$ cat src/rtl/pdg_pkg.sv
package pdg_pkg;
   typedef enum logic [1:0] {
      PH_IDLE = 2'b00,
      PH_WAIT = 2'b01,
      PH_HIGH = 2'b10
   } phase_e;

   localparam logic [1:0] IRQ_ON_TRIG = 2'b00;
   localparam logic [1:0] IRQ_ON_RISE = 2'b01;
   localparam logic [1:0] IRQ_ON_FALL = 2'b10;
   localparam logic [1:0] IRQ_NONE    = 2'b11;
endpackage

$ cat src/rtl/pdg_edge_sync.sv
module pdg_edge_sync #(
   parameter int STAGES = 2
) (
   input  logic clk,
   input  logic rst_n,
   input  logic async_i,
   output logic rise_o
);
   localparam int LAST = STAGES - 1;

   if (STAGES < 2) begin : g_bad_stages
      initial $fatal(1, "pdg_edge_sync: STAGES must be at least 2");
   end

   // chain[LAST] is the synchronized level, chain[STAGES] its previous value
   logic [STAGES:0] chain;

   always_ff @(posedge clk or negedge rst_n) begin
      if (!rst_n) chain <= '0;
      else        chain <= {chain[STAGES-1:0], async_i};
   end

   assign rise_o = chain[LAST] & ~chain[STAGES];

   p_edge_single_r3: assert property (@(posedge clk) disable iff (!rst_n)
      rise_o |=> !rise_o);
endmodule

$ cat src/rtl/pdg_cfg_regs.sv
module pdg_cfg_regs #(
   parameter int CNT_W  = 8,
   parameter int ADDR_W = 2
) (
   input  logic              clk,
   input  logic              rst_n,
   input  logic              wr_en,
   input  logic [ADDR_W-1:0] wr_addr,
   input  logic [CNT_W-1:0]  wr_data,
   output logic [CNT_W-1:0]  delay_o,
   output logic [CNT_W-1:0]  width_o,
   output logic [1:0]        irq_sel_o,
   output logic              tb_ext_o
);
   localparam logic [ADDR_W-1:0] A_DELAY = ADDR_W'(0);
   localparam logic [ADDR_W-1:0] A_WIDTH = ADDR_W'(1);
   localparam logic [ADDR_W-1:0] A_CFG   = ADDR_W'(2);

   if (CNT_W < 3) begin : g_bad_width
      initial $fatal(1, "pdg_cfg_regs: CNT_W must hold the 3 configuration bits");
   end
   if (ADDR_W < 2) begin : g_bad_addr
      initial $fatal(1, "pdg_cfg_regs: ADDR_W must be at least 2");
   end

   always_ff @(posedge clk or negedge rst_n) begin
      if (!rst_n) begin
         delay_o   <= '0;
         width_o   <= '0;
         irq_sel_o <= 2'b00;
         tb_ext_o  <= 1'b0;
      end else if (wr_en) begin
         unique case (wr_addr)
            A_DELAY: delay_o <= wr_data;
            A_WIDTH: width_o <= wr_data;
            A_CFG: begin
               irq_sel_o <= wr_data[1:0];
               tb_ext_o  <= wr_data[2];
            end
            default: ;
         endcase
      end
   end
endmodule

$ cat src/rtl/pdg_sequencer.sv
module pdg_sequencer
   import pdg_pkg::*;
#(
   parameter int CNT_W = 8
) (
   input  logic             clk,
   input  logic             rst_n,
   input  logic             trig_ev,
   input  logic             tb_ev,
   input  logic [CNT_W-1:0] delay_i,
   input  logic [CNT_W-1:0] width_i,
   output logic             pulse_o,
   output logic             acc_o,
   output logic             rise_o,
   output logic             fall_o
);
   localparam logic [CNT_W-1:0] ONE = CNT_W'(1);

   phase_e           phase;
   logic [CNT_W-1:0] cnt;

   // event strobes for the interrupt selector, valid in the cycle before the edge
   assign acc_o  = (phase == PH_IDLE) && trig_ev;
   assign rise_o = (phase == PH_WAIT) && tb_ev && (cnt == '0);
   assign fall_o = (phase == PH_HIGH) && tb_ev && (cnt <= ONE);

   always_ff @(posedge clk or negedge rst_n) begin
      if (!rst_n) begin
         phase <= PH_IDLE;
         cnt   <= '0;
      end else begin
         unique case (phase)
            PH_IDLE: if (trig_ev) begin
               phase <= PH_WAIT;
               cnt   <= delay_i;
            end
            PH_WAIT: if (tb_ev) begin
               if (cnt == '0) begin
                  phase <= PH_HIGH;
                  cnt   <= width_i;
               end else begin
                  cnt <= cnt - ONE;
               end
            end
            PH_HIGH: if (tb_ev) begin
               if (cnt <= ONE) phase <= PH_IDLE;
               else            cnt   <= cnt - ONE;
            end
            default: phase <= PH_IDLE;
         endcase
      end
   end

   assign pulse_o = (phase == PH_HIGH);

   p_busy_trig_ignored_r7: assert property (@(posedge clk) disable iff (!rst_n)
      (phase == PH_WAIT && trig_ev && !tb_ev) |=> (phase == PH_WAIT && cnt == $past(cnt)));
   p_rise_on_event_r4: assert property (@(posedge clk) disable iff (!rst_n)
      $rose(pulse_o) |-> $past(tb_ev));
   p_fall_on_event_r5: assert property (@(posedge clk) disable iff (!rst_n)
      $fell(pulse_o) |-> $past(tb_ev));
endmodule

$ cat src/rtl/pulse_delay_gen.sv
module pulse_delay_gen
   import pdg_pkg::*;
#(
   parameter int CNT_W       = 8,
   parameter int ADDR_W      = 2,
   parameter int SYNC_STAGES = 2
) (
   input  logic              clk,
   input  logic              rst_n,
   input  logic              wr_en,
   input  logic [ADDR_W-1:0] wr_addr,
   input  logic [CNT_W-1:0]  wr_data,
   input  logic              trig_in,
   input  logic              ext_clk_in,
   input  logic              us_tick,
   output logic              pulse_out,
   output logic              irq_out
);
   logic [CNT_W-1:0] delay_r, width_r;
   logic [1:0]       irq_sel;
   logic             tb_ext;
   logic             trig_ev, ext_ev, tb_ev;
   logic             ev_acc, ev_rise, ev_fall;
   logic             irq_q;

   pdg_cfg_regs #(.CNT_W(CNT_W), .ADDR_W(ADDR_W)) u_regs (
      .clk(clk), .rst_n(rst_n), .wr_en(wr_en), .wr_addr(wr_addr), .wr_data(wr_data),
      .delay_o(delay_r), .width_o(width_r), .irq_sel_o(irq_sel), .tb_ext_o(tb_ext)
   );

   pdg_edge_sync #(.STAGES(SYNC_STAGES)) u_trig_sync (
      .clk(clk), .rst_n(rst_n), .async_i(trig_in), .rise_o(trig_ev)
   );

   pdg_edge_sync #(.STAGES(SYNC_STAGES)) u_ext_sync (
      .clk(clk), .rst_n(rst_n), .async_i(ext_clk_in), .rise_o(ext_ev)
   );

   assign tb_ev = tb_ext ? ext_ev : us_tick;

   pdg_sequencer #(.CNT_W(CNT_W)) u_seq (
      .clk(clk), .rst_n(rst_n), .trig_ev(trig_ev), .tb_ev(tb_ev),
      .delay_i(delay_r), .width_i(width_r), .pulse_o(pulse_out),
      .acc_o(ev_acc), .rise_o(ev_rise), .fall_o(ev_fall)
   );

   always_ff @(posedge clk or negedge rst_n) begin
      if (!rst_n) begin
         irq_q <= 1'b0;
      end else begin
         unique case (irq_sel)
            IRQ_ON_TRIG: irq_q <= ev_acc;
            IRQ_ON_RISE: irq_q <= ev_rise;
            IRQ_ON_FALL: irq_q <= ev_fall;
            default:     irq_q <= 1'b0;
         endcase
      end
   end

   assign irq_out = irq_q;

   p_irq_silent_r9: assert property (@(posedge clk) disable iff (!rst_n)
      ($past(irq_sel) == IRQ_NONE) |-> !irq_out);
   p_irq_rise_r8: assert property (@(posedge clk) disable iff (!rst_n)
      (irq_out && $past(irq_sel) == IRQ_ON_RISE) |-> pulse_out);
   p_irq_fall_r8: assert property (@(posedge clk) disable iff (!rst_n)
      (irq_out && $past(irq_sel) == IRQ_ON_FALL) |-> (!pulse_out && $past(pulse_out)));
   p_irq_trig_r8: assert property (@(posedge clk) disable iff (!rst_n)
      (irq_out && $past(irq_sel) == IRQ_ON_TRIG) |-> !pulse_out);
endmodule

$ cat config.mk
export PLATFORM = sky130hd
export DESIGN_NAME = pulse_delay_gen
export DESIGN_NICKNAME = d
export VERILOG_FILES = /design/src/rtl/pdg_pkg.sv /design/src/rtl/pdg_edge_sync.sv /design/src/rtl/pdg_cfg_regs.sv /design/src/rtl/pdg_sequencer.sv /design/src/rtl/pulse_delay_gen.sv
export SDC_FILE = /design/constraint.sdc
export NUM_CORES = 1
export LEC_CHECK = 0
export ABC_AREA = 1
export BUFFER_PORTS_ARGS = -buffer_cell sky130_fd_sc_hd__clkbuf_2
export CAP_MARGIN = 20
export CORE_ASPECT_RATIO = 1.75
export CORE_UTILIZATION = 40
export CTS_CLUSTER_SIZE = 10
export DETAILED_ROUTE_END_ITERATION = 8
export SLEW_MARGIN = 20
export SYNTH_ARGS = -nofsm -noshare
export SYNTH_HDL_FRONTEND = slang
export SYNTH_SLANG_ARGS = --single-unit
$ cat constraint.sdc
create_clock -name clk -period 1.8 [get_ports clk]
set_input_delay 0.18 -clock clk [delete_from_list [all_inputs] [get_ports clk]]
set_output_delay 0.18 -clock clk [all_outputs]
set_load 0.1 [all_outputs]
==> results of run 1 <==
[critical path, delay by kind of cell, from the launching register on]
kind / cells / cell delay [ns]
buf+inv: 2 / 0.60
flops: 1 / 0.43
fa+ha+maj: 1 / 0.18
[stage by stage]
stage | hold slack, ns | setup slack, ns | total power [mW] | instances
after floorplan | -0.116 | 0.162 | 2.72 | 258
after global placement | 0.246 | 0.299 | 3.07 | 325
after detailed placement | 0.252 | 0.268 | 3.07 | 325
after CTS | 0.132 | 0.102 | 3.69 | 336
after global routing | 0.153 | 0.0684 | 4.03 | 336
final | 0.137 | 0.131 | 3.63 | 336
[registers in the layout (all words and copies together), names as in the netlist]
signal / flops
u_seq.cnt: 8
u_trig_sync.chain: 3
irq_out: 1
u_regs.delay_o: 8
u_ext_sync.chain: 3
u_regs.width_o: 8
u_seq.phase: 2
u_regs.irq_sel_o: 2
u_regs.tb_ext_o: 1
[path summary, 6_finish.rpt]
check	startpoint	end	slack [ns]	depth (start not counted)
hold / removal	wr_data[7]	u_regs.delay_o[7]$_DFFE_PN0P_	0.14	3
setup / recovery	u_seq.phase[0]$_DFFE_PN0P_	pulse_out	0.13	3
hold reg to reg	u_ext_sync.chain[0]$_DFF_PN0_	u_ext_sync.chain[1]$_DFF_PN0_	0.35	0
setup reg to reg	u_seq.cnt[0]$_DFFE_PN0P_	u_seq.cnt[6]$_DFFE_PN0P_	0.28	9
max in group asynchronous	rst_n	u_regs.width_o[7]$_DFFE_PN0P_	0.98	3
min in group asynchronous	rst_n	u_trig_sync.chain[0]$_DFF_PN0_	0.49	3
[placed cells by master (no fill, tap or decap), drive strengths merged]
master and n:
xnor2 1, nand3 21, clkinv 2, dlygate4sd3 3
o21ai 22, o32ai 1, clkbuf 23, ha 8
nand3b 1, xor2 3, nand2 89, nor2 27
dfrtp 36, nor3 2, inv 40, nand4 1
buf 4
[per-layer routing]
metal	wire length, µm	track usage [%]	vias up
met2	1970	31.1	14
li1	-	-	832
met1	1670	21.4	707
met4	48	6.25	0
met5	0	0	-
met3	68	3.35	4
[final cells by class]
| type | count | area, µm² |
|---|---|---|
| sequential | 36 | 901 |
| clock buffer | 6 | 82.6 |
| multi-input combinational | 176 | 912 |
| fill | 502 | 2440 |
| clock inverter | 2 | 10.0 |
| tap | 52 | 65.1 |
| timing repair buffer | 24 | 145 |
| inverter | 40 | 150 |
[power by group]
part / leakage, nW / switching (mW) / total (mW) / internal, mW
clock network: 0.0510 / 0.279 / 0.585 / 0.305
registers: 0.447 / 0.187 / 1.18 / 0.998
logic: 0.755 / 1.19 / 1.86 / 0.672
total: 1.25 / 1.66 / 3.63 / 1.98
[logic make-up after synthesis]
kind of cell             after synthesis  synth area share, %
XOR/XNOR                               4                 1.77
adder cells (fa/ha/maj)                8                 5.05
flip-flops                            36                 45.5
buffers and inverters                 46                 9.10
AO/OA/AOI/OAI                         23                 6.00
AND/OR/NAND/NOR                      141                 32.6
==> impl_metrics.ini, run 1 <==
[synth]
ys_seq_elements = 36
yosys_warnings = 0
syn_avg_cell_area_um2 = 7.68
syn-num-nets = 282
syn_area_mm2 = 0.00198
yosysTopAreaCell = dfrtp_1
synthTopCellsByCount = 86 x nand2_1, 38 x inv_1, 36 x dfrtp_1
synth_cells = 258
synth_most_common_cell = nand2_1
synth_flop_cell = dfrtp_1
synth_top_area_share_pct = 45.5
synth_edf_count = 0
seq_area_frac_synth_pct = 45.5
synth_cell_types = 24
synth.area.top_cells = dfrtp_1 45%, nand2_1 16%, inv_1 7.2%
synthArstFlopShare_pct = 100

[worst_setup_path]
path_class = reg2out
crit_path_max_fanout = 5
crit_path_max_incr_delay_ns = 0.46
slowest_stage = clkbuf_2
worstPathRequired_ns = 1.62
crit_chain = inv_1 > ha_4 > clkbuf_2
startpoint_type = register
worst_ep_arrival_time_ns = 1.49
critPathCaptureType = output port

[global_route]
antenna_found_initial = 0
gr-total-overflow = 0
grt_pass1_wl_um = 6840
grt_max_degree = 37
gr-usage-all-layers_pct = 18.0
grt_pass1_vias = 1570

[floorplanning]
core_area_mm2 = 0.00471
die_w_um = 55.2
io_pins = 18
core.rowCount = 33
die-height_um = 95.1
initial_core_util_pct = 42.1
die_area_mm2 = 0.00525

[route]
wl_per_cell_um = 11.2
vias_per_cell = 4.63
drtIter0Drc = 42
drc = 0
drtAntennaViolNets = 0
vias = 1557
drt_wl_total_um = 3750
firstDrtPassIters = 4

[timing]
report.final.slew_viol_count = 0
hold_viol = 0
fin_crit_sh_pct = 92.7
finalSetupViolCount = 0
max_freq_ghz = 0.599
fin_skew_ns = 0.00220
min_period_ns = 1.67
worstMarginPinSlew_ns = 0.538
fin_setup_tns_ns = 0
rsz0062_at_grt = false
maxSlewHeadroom_pct = 64.3

[place]
placedInstanceArea_mm2 = 0.00214
io_buffer_count = 17
hpwl_um = 2740
place_congestion = 0.759

[clock_network]
cts_sinks = 36
cts-root-buf = clkbuf_8
clkLatencyLatePin_ns = 0.28
path_clk_slew_ns = 0.07
cts_tree = built
ctsHtreeMaxLevel = 2
numCtsBuffers = 5
cts_setup_buffers = 0
ctsResizeCount = 0
clk_path_buf_depth = 2
holdBufCountCts = 3

[layout]
drive_gt1_share_pct = 15.8
syn_to_final_growth_pct = 14.4
final_net_count = 307
insertedDiodeCount = 0
fin_area_mm2 = 0.00227
utilization_pct = 48.1

[power_and_ir_drop]
irDropWorstVdd_mv = 0.740
p_leak_nw = 1.25
power-per-cell-area_mw_per_mm2 = 1600

[run_status]
outcome = finished clean

[flow_run]
maxCapViolations = 0

[hold_path]
hold_path_class = in2reg
Note: power is estimated with default switching activity, not from simulation.
==> run 2, diff against run 1 <==
--- a/config.mk
+++ b/config.mk
@@ -8,10 +8,13 @@
 export ABC_AREA = 1
 export BUFFER_PORTS_ARGS = -buffer_cell sky130_fd_sc_hd__clkbuf_2
 export CAP_MARGIN = 20
+export CELL_PAD_IN_SITES_DETAIL_PLACEMENT = 1
+export CELL_PAD_IN_SITES_GLOBAL_PLACEMENT = 1
 export CORE_ASPECT_RATIO = 1.75
 export CORE_UTILIZATION = 40
 export CTS_CLUSTER_SIZE = 10
 export DETAILED_ROUTE_END_ITERATION = 8
+export PLACE_DENSITY_LB_ADDON = 0.1
 export SLEW_MARGIN = 20
 export SYNTH_ARGS = -nofsm -noshare
 export SYNTH_HDL_FRONTEND = slang
==> impl_metrics.ini, run 2 (same netlist as run 1, synthesis figures left out) <==
[worst_setup_path]
startpoint_type = register
r2r-end = u_seq.cnt[6]$_DFFE_PN0P_
crit_path_max_fanout = 5
r2r_slack_ns = 0.23
worstPathRequired_ns = 1.62
critPathCaptureType = output port
worst_ep_arrival_time_ns = 1.51
reg2regPathDepth = 9
path_class = reg2out
r2r-start = u_seq.cnt[0]$_DFFE_PN0P_

[global_route]
antenna_found_initial = 0
gr-total-overflow = 0
grt_pass1_wl_um = 7540
grt_pass1_vias = 1689
gr-usage-all-layers_pct = 20.2
grt_max_degree = 37

[timing]
rsz0062_at_grt = false
fin_setup_tns_ns = 0
report.final.slew_viol_count = 0
max_freq_ghz = 0.593
min_period_ns = 1.69
hold_viol = 0
fin_crit_sh_pct = 93.7
finalSetupViolCount = 0
fin_skew_ns = 0.00780
worstMarginPinSlew_ns = 0.551
maxSlewHeadroom_pct = 63.1

[clock_network]
path_clk_slew_ns = 0.08
ctsHtreeMaxLevel = 2
clkLatencyLatePin_ns = 0.29
cts_tree = built
clk_path_buf_depth = 2
cts-root-buf = clkbuf_8
cts_sinks = 36
numCtsBuffers = 5

[hold_path]
hold_start = wr_data[7]
hold_path_class = in2reg
min_path_cells = 3
hold_end = u_regs.width_o[7]$_DFFE_PN0P_

[place]
hpwl_um = 3240
dp_cells = 325
place_congestion = 0.745
io_buffer_count = 17

[floorplanning]
die-height_um = 95.1
core.rowCount = 33
core_area_mm2 = 0.00471
die_area_mm2 = 0.00525
initial_core_util_pct = 42.1
io_pins = 18
die_w_um = 55.2

[layout]
n_fill_cell = 616
drive_gt1_share_pct = 15.8
insertedDiodeCount = 0
final_cell_mix = 86 x nand2_1, 38 x inv_1, 36 x dfrtp_1
syn_to_final_growth_pct = 14.7
instances_no_fill = 336
layout_commonest_cell = nand2_1
reg.largest.list = u_regs.delay_o (8), u_regs.width_o (8), u_seq.cnt (8)
final_net_count = 307

[route]
drtAntennaViolNets = 0
drc = 0
wl_per_cell_um = 12.4
drt_wl_total_um = 4150
vias_per_cell = 4.78
drtIter0Drc = 25
firstDrtPassIters = 4
vias = 1605

[power_and_ir_drop]
finalPower_mw = 3.69
power-per-cell-area_mw_per_mm2 = 1630
p_leak_nw = 1.25
irDropWorstVdd_mv = 0.788

[flow_run]
maxCapViolations = 0

[run_status]
outcome = finished clean
run 2: cell types whose count changed in the layout (fill, tap and decap cells not counted), sizes merged:
cell	previous run	this run
clkinvlp	0	2
clkinv	2	0
run 2: area by class of cell:
| cell class | count | area [µm²] | area share [%] |
|---|---|---|---|
| Clock buffer | 6 | 82.6 | 3.64 |
| Clock inverter | 2 | 15.0 | 0.661 |
| Inverter | 40 | 150 | 6.61 |
| Multi-Input combinational cell | 176 | 912 | 40.2 |
| Sequential cell | 36 | 901 | 39.7 |
| Tap cell | 52 | 65.1 | 2.87 |
| Timing Repair Buffer | 24 | 145 | 6.39 |
run 2: worst max-delay path, stage by stage (launching register included):
cell and delay [ns]:
dfrtp_1 0.44, inv_1 0.14, ha_4 0.18, clkbuf_2 0.46
run 2: timing repair:
| action | 4_1_cts | 5_1_grt |
|---|---|---|
| gates resized for setup | 0 | 0 |
| hold endpoints to repair | 38 | 0 |
| hold buffers | 3 | 0 |
| buffers inserted | 0 | 0 |
run 2: how the worst max path moves through the flow:
stage	startpoint	slack, ns	to
floorplan	u_seq.phase[0]$_DFFE_PN0P_	0.16	u_seq.cnt[5]$_DFFE_PN0P_
global placement	u_seq.phase[1]$_DFFE_PN0P_	0.28	u_seq.cnt[3]$_DFFE_PN0P_
detailed placement	u_seq.cnt[0]$_DFFE_PN0P_	0.23	u_seq.cnt[6]$_DFFE_PN0P_
CTS	u_seq.phase[0]$_DFFE_PN0P_	0.09	pulse_out
global route	u_seq.phase[1]$_DFFE_PN0P_	0.02	u_seq.cnt[1]$_DFFE_PN0P_
finish	u_seq.phase[0]$_DFFE_PN0P_	0.11	pulse_out
run 2: through the flow:
stage / hold slack, ns / utilization [%] / area [µm²] / worst slack, ns
after floorplan: -0.116 / - / 1990 / 0.162
after global placement: 0.241 / 45.5 / 2140 / 0.281
after detailed placement: 0.248 / 45.5 / 2140 / 0.233
after CTS: 0.128 / 48.2 / 2270 / 0.0912
after global routing: 0.135 / 48.2 / 2270 / 0.0250
final: 0.134 / 48.2 / 2270 / 0.114
run 2: report_power, final:
| group | internal (mW) | switching (mW) |
|---|---|---|
| Clock | 0.310 | 0.294 |
| Combinational | 0.674 | 1.22 |
| Sequential | 0.997 | 0.195 |
| Total | 1.98 | 1.71 |
run 2: layer usage:
| layer | vias up | GRT usage [%] | wire length [µm] |
|---|---|---|---|
| met5 | - | 0 | 0 |
| met4 | 0 | 8.75 | 91 |
| met3 | 6 | 3.35 | 67 |
| met2 | 16 | 33.5 | 2160 |
| met1 | 746 | 24.7 | 1830 |
| li1 | 837 | - | - |
